`config.mk`:
```
export PLATFORM = sky130hd
export DESIGN_NAME = pwm_trip_ctrl
export DESIGN_NICKNAME = d
export VERILOG_FILES = /design/src/rtl/pwm_trip_pkg.sv /design/src/rtl/trip_filter.sv /design/src/rtl/trip_enable.sv /design/src/rtl/pad_mux.sv /design/src/rtl/pwm_trip_ctrl.sv
export SDC_FILE = /design/constraint.sdc
export NUM_CORES = 1
export LEC_CHECK = 0
export ABC_AREA = 1
export BUFFER_PORTS_ARGS = -buffer_cell sky130_fd_sc_hd__clkbuf_2
export CORE_AREA = 10 10 58 60
export DETAILED_ROUTE_END_ITERATION = 6
export DIE_AREA = 0 0 68 70
export PLACE_DENSITY = 0.68
export RECOVER_POWER = 25
export SLEW_MARGIN = 20
export SYNTH_ARGS = -nofsm -noshare
export SYNTH_HDL_FRONTEND = slang
export SYNTH_SLANG_ARGS = --single-unit
export TNS_END_PERCENT = 20
```
`constraint.sdc`:
```
create_clock -name clk -period 0.9 [get_ports clk]
set_input_delay 0.27 -clock clk [delete_from_list [all_inputs] [get_ports clk]]
set_output_delay 0.27 -clock clk [all_outputs]
set_load 0.005 [all_outputs]
```
`src/rtl/pwm_trip_pkg.sv`:
```
package pwm_trip_pkg;
  typedef enum logic [1:0] {
    PAD_ALT = 2'd0,
    PAD_PWM = 2'd1,
    PAD_HIZ = 2'd2
  } pad_sel_e;
endpackage

```
`src/rtl/trip_filter.sv`:
```
module trip_filter #(
  parameter int SYNC_LEN = 2,
  parameter int FILT_LEN = 3,
  parameter int SEL_W    = 3
) (
  input  logic             clk,
  input  logic             rst,
  input  logic             trip_n,
  input  logic [SEL_W-1:0] filt_sel,
  input  logic             samp_en,
  output logic             lvl_hi
);
  logic [SYNC_LEN-1:0] sync_q;
  logic [FILT_LEN-1:0] samp_q;
  logic                filt_on;
  logic                all_hi, all_lo;

  assign filt_on = |filt_sel;
  assign all_hi  = &samp_q;
  assign all_lo  = ~|samp_q;

  always_ff @(posedge clk) begin
    if (rst) begin
      sync_q <= '1;
      samp_q <= '1;
      lvl_hi <= 1'b1;
    end else begin
      sync_q <= {sync_q[SYNC_LEN-2:0], trip_n};
      if (samp_en)
        samp_q <= {samp_q[FILT_LEN-2:0], sync_q[SYNC_LEN-1]};
      if (!filt_on)
        lvl_hi <= sync_q[SYNC_LEN-1];
      else if (all_hi)
        lvl_hi <= 1'b1;
      else if (all_lo)
        lvl_hi <= 1'b0;
    end
  end

  // a mixed sample window never moves the cleaned level
  a_r3_mixed_holds: assert property (@(posedge clk) disable iff (rst)
    (filt_on && !all_hi && !all_lo) |=> $stable(lvl_hi));
endmodule

```
`src/rtl/trip_enable.sv`:
```
module trip_enable (
  input  logic clk,
  input  logic rst,
  input  logic lvl_hi,
  input  logic motor_mode,
  input  logic en_wr,
  input  logic en_wdata,
  output logic en_q
);
  always_ff @(posedge clk) begin
    if (rst)
      en_q <= 1'b0;
    else if (motor_mode && !lvl_hi)
      en_q <= 1'b0;
    else if (en_wr)
      en_q <= en_wdata & lvl_hi;
  end

  // a trip in motor mode leaves the flag clear
  a_r4_trip_clears: assert property (@(posedge clk) disable iff (rst)
    (motor_mode && !lvl_hi) |=> !en_q);
  // arming is refused while the trip is low
  a_r5_arm_refused: assert property (@(posedge clk) disable iff (rst)
    (en_wr && en_wdata && !lvl_hi && !en_q) |=> !en_q);
  // writing zero always clears
  a_r10_write_zero: assert property (@(posedge clk) disable iff (rst)
    (en_wr && !en_wdata) |=> !en_q);
endmodule

```
`src/rtl/pad_mux.sv`:
```
module pad_mux
  import pwm_trip_pkg::*;
#(
  parameter int NUM_PADS = 6
) (
  input  logic                clk,
  input  logic                rst,
  input  pad_sel_e            sel,
  input  logic [NUM_PADS-1:0] pwm_in,
  input  logic [NUM_PADS-1:0] alt_out,
  input  logic [NUM_PADS-1:0] alt_dir,
  output logic [NUM_PADS-1:0] pad_out,
  output logic [NUM_PADS-1:0] pad_oe
);
  for (genvar i = 0; i < NUM_PADS; i++) begin : g_pad
    always_ff @(posedge clk) begin
      if (rst) begin
        pad_out[i] <= 1'b0;
        pad_oe[i]  <= 1'b0;
      end else begin
        unique case (sel)
          PAD_PWM: begin pad_out[i] <= pwm_in[i];  pad_oe[i] <= 1'b1;       end
          PAD_HIZ: begin pad_out[i] <= 1'b0;       pad_oe[i] <= 1'b0;       end
          default: begin pad_out[i] <= alt_out[i]; pad_oe[i] <= alt_dir[i]; end
        endcase
      end
    end
  end

  // every pad floats together
  a_r6_all_float: assert property (@(posedge clk) disable iff (rst)
    (sel == PAD_HIZ) |=> (pad_oe == '0 && pad_out == '0));
endmodule

```
`src/rtl/pwm_trip_ctrl.sv`:
```
module pwm_trip_ctrl
  import pwm_trip_pkg::*;
#(
  parameter int NUM_PADS = 6,
  parameter int SYNC_LEN = 2,
  parameter int FILT_LEN = 3,
  parameter int SEL_W    = 3
) (
  input  logic                clk,
  input  logic                rst,
  input  logic                trip_n,
  input  logic [SEL_W-1:0]    filt_sel,
  input  logic                samp_en,
  input  logic                motor_mode,
  input  logic                cut_wr,
  input  logic                cut_wdata,
  input  logic                en_wr,
  input  logic                en_wdata,
  output logic                en_flag,
  input  logic [NUM_PADS-1:0] pwm_in,
  input  logic [NUM_PADS-1:0] alt_out,
  input  logic [NUM_PADS-1:0] alt_dir,
  output logic [NUM_PADS-1:0] pad_out,
  output logic [NUM_PADS-1:0] pad_oe
);
  logic     lvl_hi;
  logic     cut_q;
  pad_sel_e sel;

  trip_filter #(.SYNC_LEN(SYNC_LEN), .FILT_LEN(FILT_LEN), .SEL_W(SEL_W)) u_filt (
    .clk(clk), .rst(rst), .trip_n(trip_n), .filt_sel(filt_sel),
    .samp_en(samp_en), .lvl_hi(lvl_hi)
  );

  trip_enable u_en (
    .clk(clk), .rst(rst), .lvl_hi(lvl_hi), .motor_mode(motor_mode),
    .en_wr(en_wr), .en_wdata(en_wdata), .en_q(en_flag)
  );

  always_ff @(posedge clk) begin
    if (rst)         cut_q <= 1'b0;
    else if (cut_wr) cut_q <= cut_wdata;
  end

  always_comb begin
    if (cut_q && !lvl_hi)                     sel = PAD_HIZ;
    else if (motor_mode && en_flag && lvl_hi) sel = PAD_PWM;
    else                                      sel = PAD_ALT;
  end

  pad_mux #(.NUM_PADS(NUM_PADS)) u_mux (
    .clk(clk), .rst(rst), .sel(sel), .pwm_in(pwm_in), .alt_out(alt_out),
    .alt_dir(alt_dir), .pad_out(pad_out), .pad_oe(pad_oe)
  );

  // normal operation drives every pad from the generator
  a_r8_pwm_drive: assert property (@(posedge clk) disable iff (rst)
    (motor_mode && en_flag && lvl_hi) |=> (pad_oe == '1 && pad_out == $past(pwm_in)));
  // non-floating trip releases the pads to the fallback path
  a_r7_fallback: assert property (@(posedge clk) disable iff (rst)
    (!cut_q && !lvl_hi) |=> (pad_oe == $past(alt_dir) && pad_out == $past(alt_out)));
endmodule

```
Word level (Yosys, flattened, before mapping)
Index checks and enable logic that the tools add are counted.
{"block": "totals", "ff_bits": 20, "in_bits": 30, "output_inout_bits": 13, "wordCells": 47}
{"block": "op_classes", "n_eq_ne": 3, "mux": 17, "bitwise": 1, "n_reduce_logical": 9}
{"op": "$pmux 1 s2", "count": 12}
{"op": "$reduce_or 3->1", "count": 2}
{"op": "$logic_and 1x1->1", "count": 4}
{"op": "$mux 1", "count": 4}
{"op": "$ne 3x3->1 const B", "count": 1}
{"op": "$reduce_and 3->1", "count": 1}
{"op": "$eq 2x1->1 const B", "count": 1}
{"op": "$eq 2x2->1 const B", "count": 1}
{"op": "$mux 2", "count": 1}
{"op": "$reduce_or 2->1", "count": 1}
{"op": "$and 1x1->1", "count": 1}
{"op": "$logic_not 1->1", "count": 1}

Depth between registers and ports, before layout
{"block": "logic_depth", "word_depth": 6, "ltp_mapped": 6}

Cells and area by module
A second synthesis with hierarchy kept.
{"block": "hier_totals", "hier_cells": 116, "hier_area_um2": 857.1}
{"module": "pad_mux", "instances": 1, "cells_each": 62, "area_each_um2": 498.0, "seq_area_each_um2": 240.2}
{"module": "trip_filter", "instances": 1, "cells_each": 32, "area_each_um2": 241.5, "seq_area_each_um2": 120.1}
{"module": "trip_enable", "instances": 1, "cells_each": 12, "area_each_um2": 61.3, "seq_area_each_um2": 20.0}
{"module": "pwm_trip_ctrl", "instances": 1, "cells_each": 10, "area_each_um2": 56.3, "seq_area_each_um2": 20.0}

Worst setup path before layout
Ideal clock, no wire load.
{"block": "synth_path", "kind": "register to register", "start": "register u_en.en_q", "end": "register u_mux.pad_out[2]", "t_arrival_ns": 0.769, "required_ns": 0.780, "path_slack_ns": 0.012, "stages_incl_launch_ff": 6, "path_cell_list": "dfxtp_1 > buf_6 > nand3_4 > buf_8 > nand3_2 > a21oi_2"}
{"block": "synth_via", "elab_chain_cells": 6, "word_cells_on_any_way": 7, "cone_classes": "eq/ne (2); mux (3); reduce/logical (2)"}
{"item": "from (decl)", "line": "trip_enable.sv:8", "rtl": "output logic en_q"}
{"item": "from (signal assigned)", "line": "trip_enable.sv:16", "rtl": "en_q <= en_wdata & lvl_hi;"}
{"item": "$logic_and 1x1->1 * (2 in a row)", "line": "pwm_trip_ctrl.sv:47", "rtl": "else if (motor_mode && en_flag && lvl_hi) sel = PAD_PWM;"}
{"item": "$mux 1 *", "line": "pwm_trip_ctrl.sv:47"}
{"item": "$mux 2 *", "line": "pwm_trip_ctrl.sv:46", "rtl": "if (cut_q && !lvl_hi) sel = PAD_HIZ;"}
{"item": "$eq 2x2->1 or $eq 2x1->1 (tied branches)", "line": "pad_mux.sv:21", "rtl": "unique case (sel)"}
{"item": "$pmux 1 s2 *", "line": "pad_mux.sv:21"}
{"item": "to (signal, indexed assignment)", "line": "pad_mux.sv:24", "rtl": "default: begin pad_out[i] <= alt_out[i]; pad_oe[i] <= alt_dir[i]; end"}
{"item": "to (decl)", "line": "pad_mux.sv:12", "rtl": "output logic [NUM_PADS-1:0] pad_out,"}
Mark *: on every way between the ends. The rest lies on a longest branch, timed or not.
A chain may end at the register's enable or synchronous reset.

Worst setup path in the final report
{"block": "layout_path", "start": "register u_en.en_q", "end": "output en_flag"}
{"item": "to (decl)", "line": "pwm_trip_ctrl.sv:19", "rtl": "output logic en_flag,"}
No word-level cell between the ends.

==> summary.md <==
| Metric | Value |
|---|---|
| Register area share after synthesis | 47.9% |
| Asr flop ratio synth | 0% |
| Slew margin rel. | between 80% and 90% |
| Routed vias | 762 |
| DR iter-0 viols | 18 |
| Placed insts | about 160 |
| Clk slew on worst S/H paths | 110 ps |
| Crit path DAT | roughly 770 ps |
| Final Non-Filler Cells | approximately 170 |
| Crit-path max cell delay | roughly 360 ps |
| Post-synth cell types | 21 |
| Fin Setup TNS | -1410 ps |
| Final ANT Viol Nets | 0 |
| Die Area | approximately 0.0048 mm² |
| GPL Wtd Cong | 0.763 |
| Fin crit share | 115% |
| Most frequent cell after synthesis | dfxtp_1 |
| Clk buf depth | 2 |
| Status | complete, but fails checks |
| Number of global-route vias before repair | 819 |
| Share of the synthesized area in the top cell type | 47.9% |
| Die Y-Extent | 70 µm |
| Core Util, Final | between 50% and 60% |
| Leak | 0.000609 µW |
| Clock Latency Late Sink | 300 ps |
| Post-synthesis cell count | 90 |
| PwrDens | 1710 mW/mm² |
| Core Rows | 18 |
| Die Wd | 68 µm |
| Final slew viol count | 0 |
| H-Tree Depth | 1 |
| GR Overflow Total | 0 |
| Core Region | 0.00234 mm² |
| Post-detailed-route wirelength per cell | 12.5 µm |
| Worst path slowest cell | dfxtp_4 |
| Syn Area/Cell | 9.29 µm² |
| Detailed-route vias per instance | 4.59 |
| Final nets | 167 |
| VDD IR max | between 2000 and 2500 µV |
| Synthesis Warnings | 0 |
| CP endpoint kind | output port |
| Root Driver | clkbuf_4 |
| Worst Path Buf+Inv | 1 |
| Crit-path max FO | 2 |
| I/O pin cnt | between 40 and 50 |
| Final wirelength | 2.07 mm |
| Tot GR Track Use | 9.22% |
| Kind of critical path | reg -> out |
| PnR worst setup slack | -138 ps |
| Synth area leader | dfxtp_1 |
| Reg2Reg Setup Slack | -40 ps |
| Max frequency | 0.963 GHz |
| Largest net degree at the start of global routing | 13 |
| Top post-synthesis cells by area | dfxtp_1 (48%), a21oi_1 (7.2%), inv_1 (5.4%) |
| Final setup violation count | 20 |
| Inserted Diodes | 0 |
| Commonest cells in the netlist | dfxtp_1 (20), a21oi_1 (12), inv_1 (12) |
| MaxCap Viol Count | 0 |
| TritonCTS buffer count | 3 |
| Post-DP HPWL | 1.67 mm |
| Crit path required time | 630 ps |
| Worst-Margin Slew | 279 ps |
| Netlist Area Pre-Place | 836 µm² |
| First-pass GRT wire length | 3.46 mm |
| Layout area overhead | 43.3% |
| Synth Net Count | 120 |
| Layout cell share with drive strength beyond 1 | 56.6% |
| Critical path, cell by cell | buf_6 |
| RSZ-0062 raised after global routing | yes |
| Post-route DRC | 0 |
| Final hold viol count | 0 |
| Failing checks | negative setup slack |
| First-pass DRT Iterations | 3 |
| Hold WS | roughly 140 ps |
| CTS sink count | 20 |
| Clk_skew | 4.19 ps |
| Number of synthesized flops with an enable pin | 0 |
| TritonCTS clock tree | done |
| CP top delay family | flip-flops |
| Synth Register Bits | 20 |
| Port-buffer cells | 42 |
| Initial antenna violation count | 0 |
| Final min period | slightly above 1000 ps |
| Worst hold path class | in -> reg |
| Starting Density | 35.7% |
| Startpoint Class | flip-flop |
| Dominant synthesized flop cell | dfxtp_1 |
## metrics by stage
stage	total power [µW]	cell area [µm²]	setup WS, ps
2_1_floorplan	1170	836	11.5
3_3_place_gp	1310	1080	1.05
3_5_place_dp	1320	1080	-30.9
4_1_cts	2050	1160	-143
5_1_grt	2150	1200	-173
6_report	2050	1200	-138
## flip-flops by register name, summed over array words and instances, names as in the netlist
name and flops:
cut_q 1, u_filt.sync_q 2, u_mux.pad_oe 6, u_filt.samp_q 3, u_mux.pad_out 6, u_filt.lvl_hi 1, u_en.en_q 1
## repair_timing
item / CTS / global route
resized for setup: 5 / 18
pin swaps: 2 / 0
endpoints found under the setup margin: 26 / 27
hold endpoints to repair: 0 / 0
hold buffers: 0 / 0
setup buffers: 1 / 0
## kinds of logic after synthesis
kind of cell,share of synthesized area [%]
and+or+nand+nor,24.4
AOI/OAI and AO/OA,15.1
DFF,47.9
buffers and inverters,12.6
## power breakdown
part	internal (µW)	switching, µW
logic	183	166
registers	952	29.0
clock network	450	265
## cell usage in the layout (no fill, tap or decap), types with 5 or more instances in the layout
cell type / n
nand2_1: 8
clkbuf_2: 34
inv_1: 12
nand3_2: 5
dfxtp_2: 9
dfxtp_1: 10
nand4_1: 6
a21oi_2: 6
a21oi_1: 11
## layer usage
layer	share of wire (%)	up-vias	global-route usage [%]
met5	0	-	0
met4	0.63	0	2.01
met3	12	2	6.06
met2	50	28	15.4
met1	38	339	9.16
li1	-	393	-
## cell type report
cell class / instances / area [µm²]
inverter: 13 / 51.3
sequential: 20 / 415
multi-input combinational: 52 / 344
clock buffer: 3 / 22.5
timing repair buffer: 47 / 297
tap: 30 / 37.5
clock inverter: 1 / 30.0
fill: 247 / 1140
## worst paths after layout
| kind | start | endpoint | cells past startpoint |
|---|---|---|---|
| min | en_wr | u_en.en_q | 2 |
| min reg2reg | u_filt.sync_q[0] | u_filt.sync_q[1] | 1 |
| max | u_en.en_q | en_flag | 1 |
| max reg2reg | u_filt.lvl_hi | u_mux.pad_out[5] | 4 |
(Power assumes the default switching activity.)
